--- src/rtl/rxfc_pkg.sv ---
package rxfc_pkg;
  typedef enum logic { FC_READY = 1'b0, FC_STOP = 1'b1 } fc_mode_t;
endpackage

--- src/rtl/rxfc_store.sv ---
module rxfc_store #(
  parameter int DATA_W = 16,
  parameter int DEPTH  = 64,
  localparam int PTR_W = $clog2(DEPTH),
  localparam int LVL_W = $clog2(DEPTH + 1)
) (
  input  logic              clk,
  input  logic              rst,
  input  logic              wr_try,
  input  logic [DATA_W-1:0] wr_data,
  input  logic              rd_try,
  output logic [DATA_W-1:0] rd_data,
  output logic [LVL_W-1:0]  fill,
  output logic              is_full,
  output logic              is_empty,
  output logic              ovf
);
  logic [DATA_W-1:0] slots [DEPTH];
  logic [PTR_W-1:0]  wp, rp;
  logic              wr_go, rd_go;

  assign is_full  = (fill == LVL_W'(DEPTH));
  assign is_empty = (fill == '0);
  assign wr_go    = wr_try && !is_full;
  assign rd_go    = rd_try && !is_empty;
  assign rd_data  = slots[rp];

  always_ff @(posedge clk) begin
    if (wr_go) slots[wp] <= wr_data;
  end

  always_ff @(posedge clk) begin
    if (rst) begin
      wp   <= '0;
      rp   <= '0;
      fill <= '0;
      ovf  <= 1'b0;
    end else begin
      if (wr_go) wp <= wp + 1'b1;
      if (rd_go) rp <= rp + 1'b1;
      case ({wr_go, rd_go})
        2'b10:   fill <= fill + 1'b1;
        2'b01:   fill <= fill - 1'b1;
        default: fill <= fill;
      endcase
      if (wr_try && is_full) ovf <= 1'b1;
    end
  end
endmodule

--- src/rtl/rxfc_mode_ctrl.sv ---
module rxfc_mode_ctrl
  import rxfc_pkg::*;
#(
  parameter int DEPTH     = 64,
  parameter int STOP_FREE = 18,
  parameter int HYST      = 2,
  localparam int LVL_W    = $clog2(DEPTH + 1)
) (
  input  logic             clk,
  input  logic             rst,
  input  logic [LVL_W-1:0] fill,
  output fc_mode_t         want
);
  logic [LVL_W-1:0] free_cnt;
  assign free_cnt = LVL_W'(DEPTH) - fill;

  always_ff @(posedge clk) begin
    if (rst)                                        want <= FC_READY;
    else if (free_cnt <= LVL_W'(STOP_FREE))         want <= FC_STOP;
    else if (free_cnt > LVL_W'(STOP_FREE + HYST))   want <= FC_READY;
  end
endmodule

--- src/rtl/rxfc_wave_gen.sv ---
module rxfc_wave_gen
  import rxfc_pkg::*;
#(
  parameter int STOP_HALF = 4,
  localparam int CNT_W    = $clog2(STOP_HALF + 1)
) (
  input  logic     clk,
  input  logic     rst,
  input  fc_mode_t want,
  output logic     line
);
  fc_mode_t         cur;
  logic [CNT_W-1:0] cnt;
  logic [CNT_W-1:0] last;

  assign last = (cur == FC_STOP) ? CNT_W'(STOP_HALF - 1) : '0;

  always_ff @(posedge clk) begin
    if (rst) begin
      cur  <= FC_READY;
      cnt  <= '0;
      line <= 1'b0;
    end else if (cnt == last) begin
      line <= !line;
      cnt  <= '0;
      cur  <= want;
    end else begin
      cnt <= cnt + 1'b1;
    end
  end
endmodule

--- src/rtl/rx_fc_fifo.sv ---
module rx_fc_fifo
  import rxfc_pkg::*;
#(
  parameter int DATA_W    = 16,
  parameter int DEPTH     = 64,
  parameter int STOP_FREE = 18,
  parameter int HYST      = 2,
  parameter int STOP_HALF = 4,
  localparam int LVL_W    = $clog2(DEPTH + 1)
) (
  input  logic              clk,
  input  logic              rst,
  input  logic              in_valid,
  output logic              in_ready,
  input  logic [DATA_W-1:0] in_data,
  output logic              out_valid,
  input  logic              out_ready,
  output logic [DATA_W-1:0] out_data,
  output logic [LVL_W-1:0]  level,
  output logic              full,
  output logic              empty,
  output logic              overflow,
  output logic              fc_line
);
  fc_mode_t want;

  rxfc_store #(.DATA_W(DATA_W), .DEPTH(DEPTH)) u_store (
    .clk(clk), .rst(rst),
    .wr_try(in_valid), .wr_data(in_data),
    .rd_try(out_ready), .rd_data(out_data),
    .fill(level), .is_full(full), .is_empty(empty), .ovf(overflow)
  );

  rxfc_mode_ctrl #(.DEPTH(DEPTH), .STOP_FREE(STOP_FREE), .HYST(HYST)) u_mode (
    .clk(clk), .rst(rst), .fill(level), .want(want)
  );

  rxfc_wave_gen #(.STOP_HALF(STOP_HALF)) u_wave (
    .clk(clk), .rst(rst), .want(want), .line(fc_line)
  );

  assign in_ready  = !full;
  assign out_valid = !empty;
endmodule

--- config.mk ---
export PLATFORM = sky130hd
export DESIGN_NAME = rx_fc_fifo
export DESIGN_NICKNAME = d
export VERILOG_FILES = /design/src/rtl/rxfc_pkg.sv /design/src/rtl/rxfc_store.sv /design/src/rtl/rxfc_mode_ctrl.sv /design/src/rtl/rxfc_wave_gen.sv /design/src/rtl/rx_fc_fifo.sv
export SDC_FILE = /design/constraint.sdc
export NUM_CORES = 1
export LEC_CHECK = 0
export BUFFER_PORTS_ARGS = -buffer_cell sky130_fd_sc_hd__buf_4
export CAP_MARGIN = 20
export CORE_MARGIN = 3
export CORE_UTILIZATION = 50
export DETAILED_ROUTE_END_ITERATION = 16
export HOLD_SLACK_MARGIN = 0.06
export PLACE_DENSITY_LB_ADDON = 0.2
export SLEW_MARGIN = 25
export SYNTH_ARGS = -nofsm -noshare
export SYNTH_HDL_FRONTEND = slang
export SYNTH_SLANG_ARGS = --single-unit
--- constraint.sdc ---
create_clock -name clk -period 3.59 [get_ports clk]
set_input_delay 0.718 -clock clk [delete_from_list [all_inputs] [get_ports clk]]
set_output_delay 0.718 -clock clk [all_outputs]
set_load 0.01 [all_outputs]
After elaboration in Yosys (flattened, before gate mapping)

Memory sizes are Yosys's and may differ from the RTL's. A register that Yosys moved wholly into a read port is not among the register bits.
Index checks and enable logic that the tools add are counted.

Register bits after elaboration: 26
Memory bits (writable): 1024
Memories: 1

Add/sub/neg operators: 6
$lt $le $gt $ge: 2
Equality and inequality tests: 4
Muxes and demuxes: 8
Reduce and logical (&&, ||, !) cells: 10

Memories:

| memory        | words | bits a word | read ports | clocked after Yosys merged registers in | write ports | line             | RTL |
|---|---|---|---|---|---|---|---|
| u_store.slots | 64    | 16          | 1          | 1                                       | 1           | rxfc_store.sv:18 | `logic [DATA_W-1:0] slots [DEPTH];` |

Operators by type and width:

| kind                                                                   | number |
|---|---|
| 7-bit case mux with 2 select lines                                     | 1 |
| 6-bit by 1-bit adder with 6-bit output (second input constant)         | 2 |
| 6-bit two-way mux                                                      | 2 |
| 7-bit by 1-bit adder with 7-bit output (second input constant)         | 1 |
| 7-bit == test (second input constant)                                  | 1 |
| 7-bit by 5-bit > comparator with 1-bit output (second input constant)  | 1 |
| 7-bit by 5-bit <= comparator with 1-bit output (second input constant) | 1 |
| 7-bit logical NOT                                                      | 1 |
| 7-bit by 1-bit subtractor with 7-bit output (second input constant)    | 1 |
| 7-bit subtractor (first input constant)                                | 1 |
| 1-bit two-way mux                                                      | 4 |
| 2-bit nonzero test                                                     | 2 |
| 3-bit by 1-bit adder with 3-bit output (second input constant)         | 1 |
| 3-bit == test                                                          | 1 |
| 1-bit logical AND                                                      | 3 |
| 1-bit logical NOT                                                      | 3 |
| 2-bit by 1-bit == test with 1-bit output (second input constant)       | 1 |
| 2-bit == test (second input constant)                                  | 1 |
| 2-bit two-way mux                                                      | 1 |
| 2-bit OR reduction                                                     | 1 |

Longest topological paths before layout

Gate-level depths: netlist of the first run.

Depth after elaboration: 5
Depth in mapped cells: 15
Depth with buffers taken out: 13

Cells and area by module

Synthesis of the first run repeated with hierarchy kept, for this count alone.

Cells, all modules: 1992
Area, all modules: 40926.8 um^2

Modules (own cells, without submodules):

| module         | instances | cells each | area each (um^2) |
|---|---|---|---|
| rxfc_store     | 1         | 1944       | 40526.4 |
| rxfc_wave_gen  | 1         | 23         | 227.7 |
| rxfc_mode_ctrl | 1         | 23         | 165.2 |
| rx_fc_fifo     | 1         | 2          | 7.5 |

Worst setup path after synthesis of the first run

OpenSTA, ideal clock, no wires.

Path type: flip-flop to flip-flop
From: register u_store.fill[1]
To: register u_store.fill[6]
Data arrival time: 3.282 ns
Data required time: 3.469 ns
Slack: 0.187 ns
Stages on the path, launching flop included: 15
Buffers on the path: 3
Path through: dfxtp_1 > clkbuf_1 > inv_1 > ha_1 > or3b_1 > o41a_1 > clkbuf_1 > ha_1 > clkbuf_1 > xor2_1 > ha_1 > a21oi_1 > o2111ai_1 > a21oi_1 > mux2_2

Longest elaborated chain between the ends: 5
Elaborated cells on any way between the ends: 12
Those cells by class: add/sub (2); eq/ne (3); mux (1); reduce/logical (6)

Ends and longest elaborated chain:

| element                                                                             | line             | RTL |
|---|---|---|
| start, declared                                                                     | rxfc_store.sv:13 | `output logic [LVL_W-1:0] fill,` |
| start signal, assigned                                                              | rxfc_store.sv:42 | `2'b10: fill <= fill + 1'b1;` |
| start signal, assigned                                                              | rxfc_store.sv:43 | `2'b01: fill <= fill - 1'b1;` |
| start signal, assigned                                                              | rxfc_store.sv:44 | `default: fill <= fill;` |
| branches (longest 5 deep; another with 7-bit by 1-bit subtractor with 7-bit output) | -                |  |

Several ways; the timed one is not identified.
A chain may end at the register's enable or synchronous reset.

==> metrics.cfg, run 1 <==
[power]
irDropWorstVdd_mv = 0.361
cellPowerDensity_nw_per_um2 = 629
leakage_nw = 15.4

[sta]
setup_ws_ns = -0.0364
fmax_ghz = 0.276
hold_viol = 0
finalCritPeriodShare_pct = 101
worstMarginPinSlew_ns = 0.814
fin_crit_ns = 3.63
skew_ns = 0.0342
setup_tns_ns = -0.0636
timing.slew.headroom_pct = 45.7
slew_viol_final = 0
rsz0062_at_grt = true
setup_viol = 3

[critical_path]
cpPeakStageDelay_ns = 0.50
crit_slowest_cell = mux4_2
crit_top_cell = buf_4
worstPathRequired_ns = 2.87
cp.arrival_ns = 2.91
cp-end-kind = output pin
critPathKind = flop to output pin
cp-start-kind = flop
crit_path_max_fanout = 7
path_cells = buf_12, buf_8, mux4_2, mux2i_1, nor2_1, a311oi_2, buf_4, a211oi_4, buf_4

[layout]
multi_input_area_sq_um = 9620
nFillCells = 5634
antennaDiodeCount = 0
nets = 2260
syn2layout_area_growth_pct = 18.9
layout-drive-gt1-share_pct = 35.4
seq_area_sq_um = 31400
finalNonFillerCells = 3382

[floorplanning]
die_width_microns = 292
die_h_microns = 292
start_util_pct = 50.7
dieArea_sq_um = 85400
core_area_sq_um = 80800
rows = 104
ios = 49

[run]
max_cap_viol_count = 0

[global_route]
grt_max_degree = 65
antenna_found_initial = 0
grt_pass1_vias = 21000
grt_pass1_wl_microns = 148000
grt_remaining_overflow = 0
track_usage_pct = 24.0

[logic_synthesis]
ys_top_cells_by_area = edfxtp_1, mux4_2, dfxtp_1
synth.most_common_cell = edfxtp_1
synth_cells = 1967
async_reset_ff_share_pct = 0
synth_top_flop_cell = edfxtp_1
synthesis.nets = 1994
yosys.area.top_type = edfxtp_1
avgSynthCellArea_sq_um = 20.8
synth.cells.most_frequent = edfxtp_1, mux4_2, nor2_1
synth_area_sq_um = 41000
synth_top_cell_area_share_pct = 75.0
ys_seq_area_share_pct = 76.6
yosys.cell_types.count = 54
yosysWarnings = 0
synth_enable_flop_cells = 1024
synth-seq-cells = 1056

[routing]
viasPerCell = 6.17
dr.pass1.iters = 5
vias = 20900
post-route-drc-count = 0
drt-initial-drc-count = 2217
detail-route-antenna-nets = 0
wl_per_cell_microns = 30.0
routed_wl_microns = 101000

[run_status]
status = complete, but fails checks
violations = negative setup slack

[clock_tree]
cts_buffers = 103
cts_tree = built
cts_hold_buf = 0
ctsLongestPathBuffers = 3
cts-root-buf = clkbuf_16
cts_sinks = 1056
worstSkewPairLatency_ns = 0.66
htree_levels = 3
clkTransAtPathRegs_ns = 0.07

[placed_design]
port_buffers = 48
placed_cells = 3132
dp_hpwl_microns = 58100
place_congestion = 0.800

[min_path]
hold_path_class = input port to flop

[kinds of logic after synthesis]
logic type	Yosys count	share of synthesized area, %
AND/OR/NAND/NOR	306	3.51
AO/OA/AOI/OAI	145	2.56
adder cells (fa/ha/maj)	7	0.214
buffers and inverters	120	1.57
XOR/XNOR	15	0.321
multiplexers	318	15.2
flip-flops	1056	76.6
[critical path: cells and delay by family, from the launching register on]
family                 cells  cell delay [ns]
buffers and inverters      4             0.69
muxes                      2             0.65
DFF                        1             0.45
AOI/OAI and AO/OA          2             0.37
and+or+nand+nor            1             0.07
[layer usage]
metal  part of all wire [%]  track usage, %  vias to the layer above
met3                    8.0            3.90                      140
li1                       -               -                     8702
met2                     49            38.6                      914
met5                      0               0                        -
met4                    2.4            6.58                        0
met1                     41            34.8                    11100
[placed cells by master (no fill, tap or decap), types with 7 or more instances in the layout]
cell,synthesis,layout
nand2_2,0,10
a22oi_1,42,24
a22oi_2,0,18
ha_1,7,7
bufinv_16,0,15
clkbuf_16,0,110
nor3_1,13,7
a21oi_1,29,22
a211oi_2,0,14
nand2_1,68,54
mux2_2,25,20
a211o_1,9,9
edfxtp_1,1024,1024
buf_12,0,24
mux4_2,242,242
clkbuf_1,39,14
inv_1,8,8
mux2i_1,51,39
nand3_1,30,28
clkinv_1,0,25
xor2_1,11,11
buf_6,10,15
nor2_1,117,110
nand4_1,10,10
dfxtp_1,32,27
buf_4,19,212
mux2i_2,0,9
nor2b_1,20,16
buf_16,0,14
nand2b_1,10,9
clkinv_2,0,19
[power by group]
group	internal, mW	leakage (nW)	total [mW]	switching [mW]
logic	2.86	4.17	5.69	2.83
clock network	6.57	1.71	11.1	4.51
registers	13.7	9.48	13.9	0.169
[area by class of cell]
type                       instances  share of cell area [%]
clock inverter                    71                    1.53
tap                             1060                    2.72
inverter                           8                  0.0616
clock buffer                     123                    5.68
timing repair buffer             273                    5.79
sequential                      1056                    64.5
multi-input combinational        791                    19.7
[flip-flops by register name, summed over array words and instances, names as in the netlist, named ones only]
name and count:
u_mode.want 1, u_store.fill 7, u_store.ovf 1, u_store.rp 6, u_store.slots 1024, u_store.wp 6
u_wave.cnt 3, u_wave.cur 1, u_wave.line 1
[repair_timing]
item,CTS,global route
gates resized for setup,144,38
cloned,11,2
endpoints found under the setup margin,16,16
endpoints found under the hold margin,0,0
pin swaps,30,14
setup buffers,35,10
[stage by stage]
| step | worst slack, ns | hold WS [ns] | util [%] | instance area (sq um) | power, mW |
|---|---|---|---|---|---|
| global route | -0.0825 | 0.326 | 60.3 | 48700 | 31.7 |
| CTS | -0.0796 | 0.264 | 59.9 | 48400 | 30.7 |
| floorplan | 0.187 | 0.471 | - | 41000 | 17.0 |
| global placement | 0.262 | 0.454 | 54.0 | 43600 | 18.7 |
| finish | -0.0364 | 0.299 | 60.3 | 48700 | 30.6 |
| detailed placement | 0.195 | 0.463 | 54.0 | 43600 | 18.8 |
[worst paths after layout]
| check | startpoint | end | slack (ns) | cells past startpoint |
|---|---|---|---|---|
| worst min-delay path | in_valid | u_store.ovf | 0.30 | 3 |
| worst min register to register | u_store.ovf | u_store.ovf | 0.47 | 2 |
| worst max-delay path | flop | out_data[11] | -0.04 | 9 |
| worst max register to register | u_store.fill[0] | u_store.slots[11][9] | 0.50 | 9 |
Note: power is estimated with default switching activity, not from simulation.
==> run 2, diff against run 1 <==
==> constraint.sdc (replaced) <==
create_clock -name clk -period 3.59 [get_ports clk]
set_input_delay 0.359 -clock clk [delete_from_list [all_inputs] [get_ports clk]]
set_output_delay 0.359 -clock clk [all_outputs]
set_load 0.01 [all_outputs]
==> run 2 against run 1 <==
Against the previous run: the run now ends clean; count of clock-buffer cells in the layout unchanged; critical path depth decreased by 1; clock skew decreased by 0.011 ns; cell count decreased by 1.6%; core utilization decreased by 1.6 points; critical path type unchanged.
==> metrics.cfg, run 2 (synthesized netlist as in run 1, its figures left out) <==
[layout]
final_common_cell = edfxtp_1
largest_reg_flops = 1024  ; unchanged
antennaDiodeCount = 0  ; unchanged
final_cell_mix = edfxtp_1, mux4_2, buf_4
fin_area_sq_um = 47400  ; -2.7%
finalNonFillerCells = 3328  ; -1.6%
regMostFlops = u_store.slots
nets = 2203  ; -2.5%
layout-drive-gt1-share_pct = 29.9  ; -5.4 points
fin_util_pct = 58.7  ; -1.6 points
syn2layout_area_growth_pct = 15.7
top_regs = u_store.slots: 1024 flops, u_store.fill: 7 flops

[critical_path]
worstPathRequired_ns = 3.23  ; +0.36 ns
cp-start-kind = flop
crit_path_end = out_data[8]
cpPeakStageDelay_ns = 0.59  ; +0.09 ns
cp.arrival_ns = 3.17  ; +0.26 ns
cp_num_buf_inv = 4  ; unchanged
crit_slowest_cell = a211oi_1
crit_cells = 8  ; -1
ff2ff_path_depth = 12  ; +3
critical_path.top_delay_family = buffers and inverters
critPathKind = flop to output pin
cp-end-kind = output pin
path_cells = buf_12, buf_12, buf_4, mux4_2, a22oi_1, and3_1, a211oi_1, buf_4
r2r_slack_ns = 0.35  ; -0.15 ns
r2r_start = u_store.fill[0]
crit_path_max_fanout = 20  ; +13
r2r_end = u_store.fill[6]

[sta]
whs_ns = 0.107  ; -0.192 ns
setup_tns_ns = 0  ; +0.0636 ns
finalCritPeriodShare_pct = 98.2  ; -2.8 points
slew_viol_final = 0  ; unchanged
setup_viol = 0  ; -3
rsz0062_at_grt = true
fin_crit_ns = 3.53  ; -0.101 ns
timing.slew.headroom_pct = 45.1  ; -0.65 points
worstMarginPinSlew_ns = 0.824  ; +0.00969 ns
skew_ns = 0.0235  ; -0.0108 ns
hold_viol = 0  ; unchanged
fmax_ghz = 0.284  ; +2.9%

[routing]
wl_per_cell_microns = 29.0  ; -3.3%
dr.pass1.iters = 6  ; +1
routed_wl_microns = 96500  ; -4.8%
vias = 20400  ; -2.3%
post-route-drc-count = 0  ; unchanged
detail-route-antenna-nets = 0  ; unchanged
drt-initial-drc-count = 2408  ; +8.6%
viasPerCell = 6.12  ; -0.76%

[min_path]
hold_path_class = input port to flop
hold_start = rst

[run_status]
status = completed

[clock_tree]
cts_sinks = 1056  ; unchanged
htree_levels = 3  ; unchanged
cts-root-buf = clkbuf_16
clkTransAtPathRegs_ns = 0.06  ; about the same
cts_buffers = 106  ; +2.9%
cts_tree = built
ctsLongestPathBuffers = 3  ; unchanged
worstSkewPairLatency_ns = 0.67  ; about the same

[floorplanning]
die_h_microns = 292  ; unchanged
die_width_microns = 292  ; unchanged
start_util_pct = 50.7  ; unchanged
ios = 49  ; unchanged
dieArea_sq_um = 85400  ; unchanged
rows = 104  ; unchanged
core_area_sq_um = 80800  ; unchanged

[placed_design]
dp_hpwl_microns = 56600  ; -2.5%
place_congestion = 0.827  ; +3.4%
placed_cells = 3111  ; -0.67%
port_buffers = 48  ; unchanged
placed_cell_area_sq_um = 43400  ; -0.40%

[run]
max_cap_viol_count = 0  ; unchanged

[global_route]
grt_pass1_vias = 20600  ; -2.3%
antenna_found_initial = 0  ; unchanged
track_usage_pct = 22.7  ; -1.3 points
grt_remaining_overflow = 0  ; unchanged
grt_pass1_wl_microns = 141000  ; -4.1%
grt_max_degree = 65  ; unchanged

[power]
irDropWorstVdd_mv = 0.412  ; +14%
leakage_nw = 14.9  ; -3.2%
cellPowerDensity_nw_per_um2 = 629  ; about the same

==> run 2: cell count changes in the layout (fill, tap and decap cells not counted), moves of 14 or more <==
cell | before | now
buf_6 | 15 | 1
buf_4 | 212 | 184
a211oi_1 | 4 | 20
a22oi_2 | 18 | 1
a22oi_1 | 24 | 41
==> run 2: where the power goes <==
part	switching, mW	leakage (nW)	internal (mW)
registers	0.179	9.48	13.7
logic	2.45	3.62	2.15
clock network	4.67	1.77	6.66
total	7.30	14.9	22.5
==> run 2: worst min path at each step <==
stage	endpoint	slack [ns]	cells after the start
after floorplan	u_store.slots[0][0]	0.46	0
final	u_store.ovf	0.11	2
after detailed placement	u_store.ovf	0.49	2
after global placement	u_wave.cnt[0]	0.49	1
after global routing	u_store.wp[4]	0.11	2
after CTS	u_store.wp[4]	0.08	2
==> run 2: layer usage <==
layer	global-route usage [%]	vias to the layer above	wire length, microns
li1	-	8596	-
met1	33.4	10800	40500
met2	35.6	844	46400
met3	4.81	132	7790
met4	5.31	0	1890
met5	0	-	0
==> run 2: area by class of cell <==
cell class	instances	area (sq um)
clock buffers	123	2770
clock inverters	77	871
fillers	5771	33400
inverters	8	30.0
multi-input cells	791	9030
flip-flops and latches	1056	31400
well taps	1060	1330
repair buffers	213	1980
==> run 2: metrics by stage <==
step	setup slack, ns	total power [mW]
after floorplan	0.187	17.0
after detailed placement	0.276	18.5
final	0.0646	29.8
after global routing	-0.0162	30.9
after CTS	0.0244	29.9
after global placement	0.395	18.5
==> run 2: what timing repair did <==
item,CTS,global route
hold buffers,1,0
buffers inserted,8,5
pin swaps,0,2
endpoints found under the hold margin,1,0
endpoints found under the setup margin,16,13
resized for setup,5,16
gates cloned,0,3
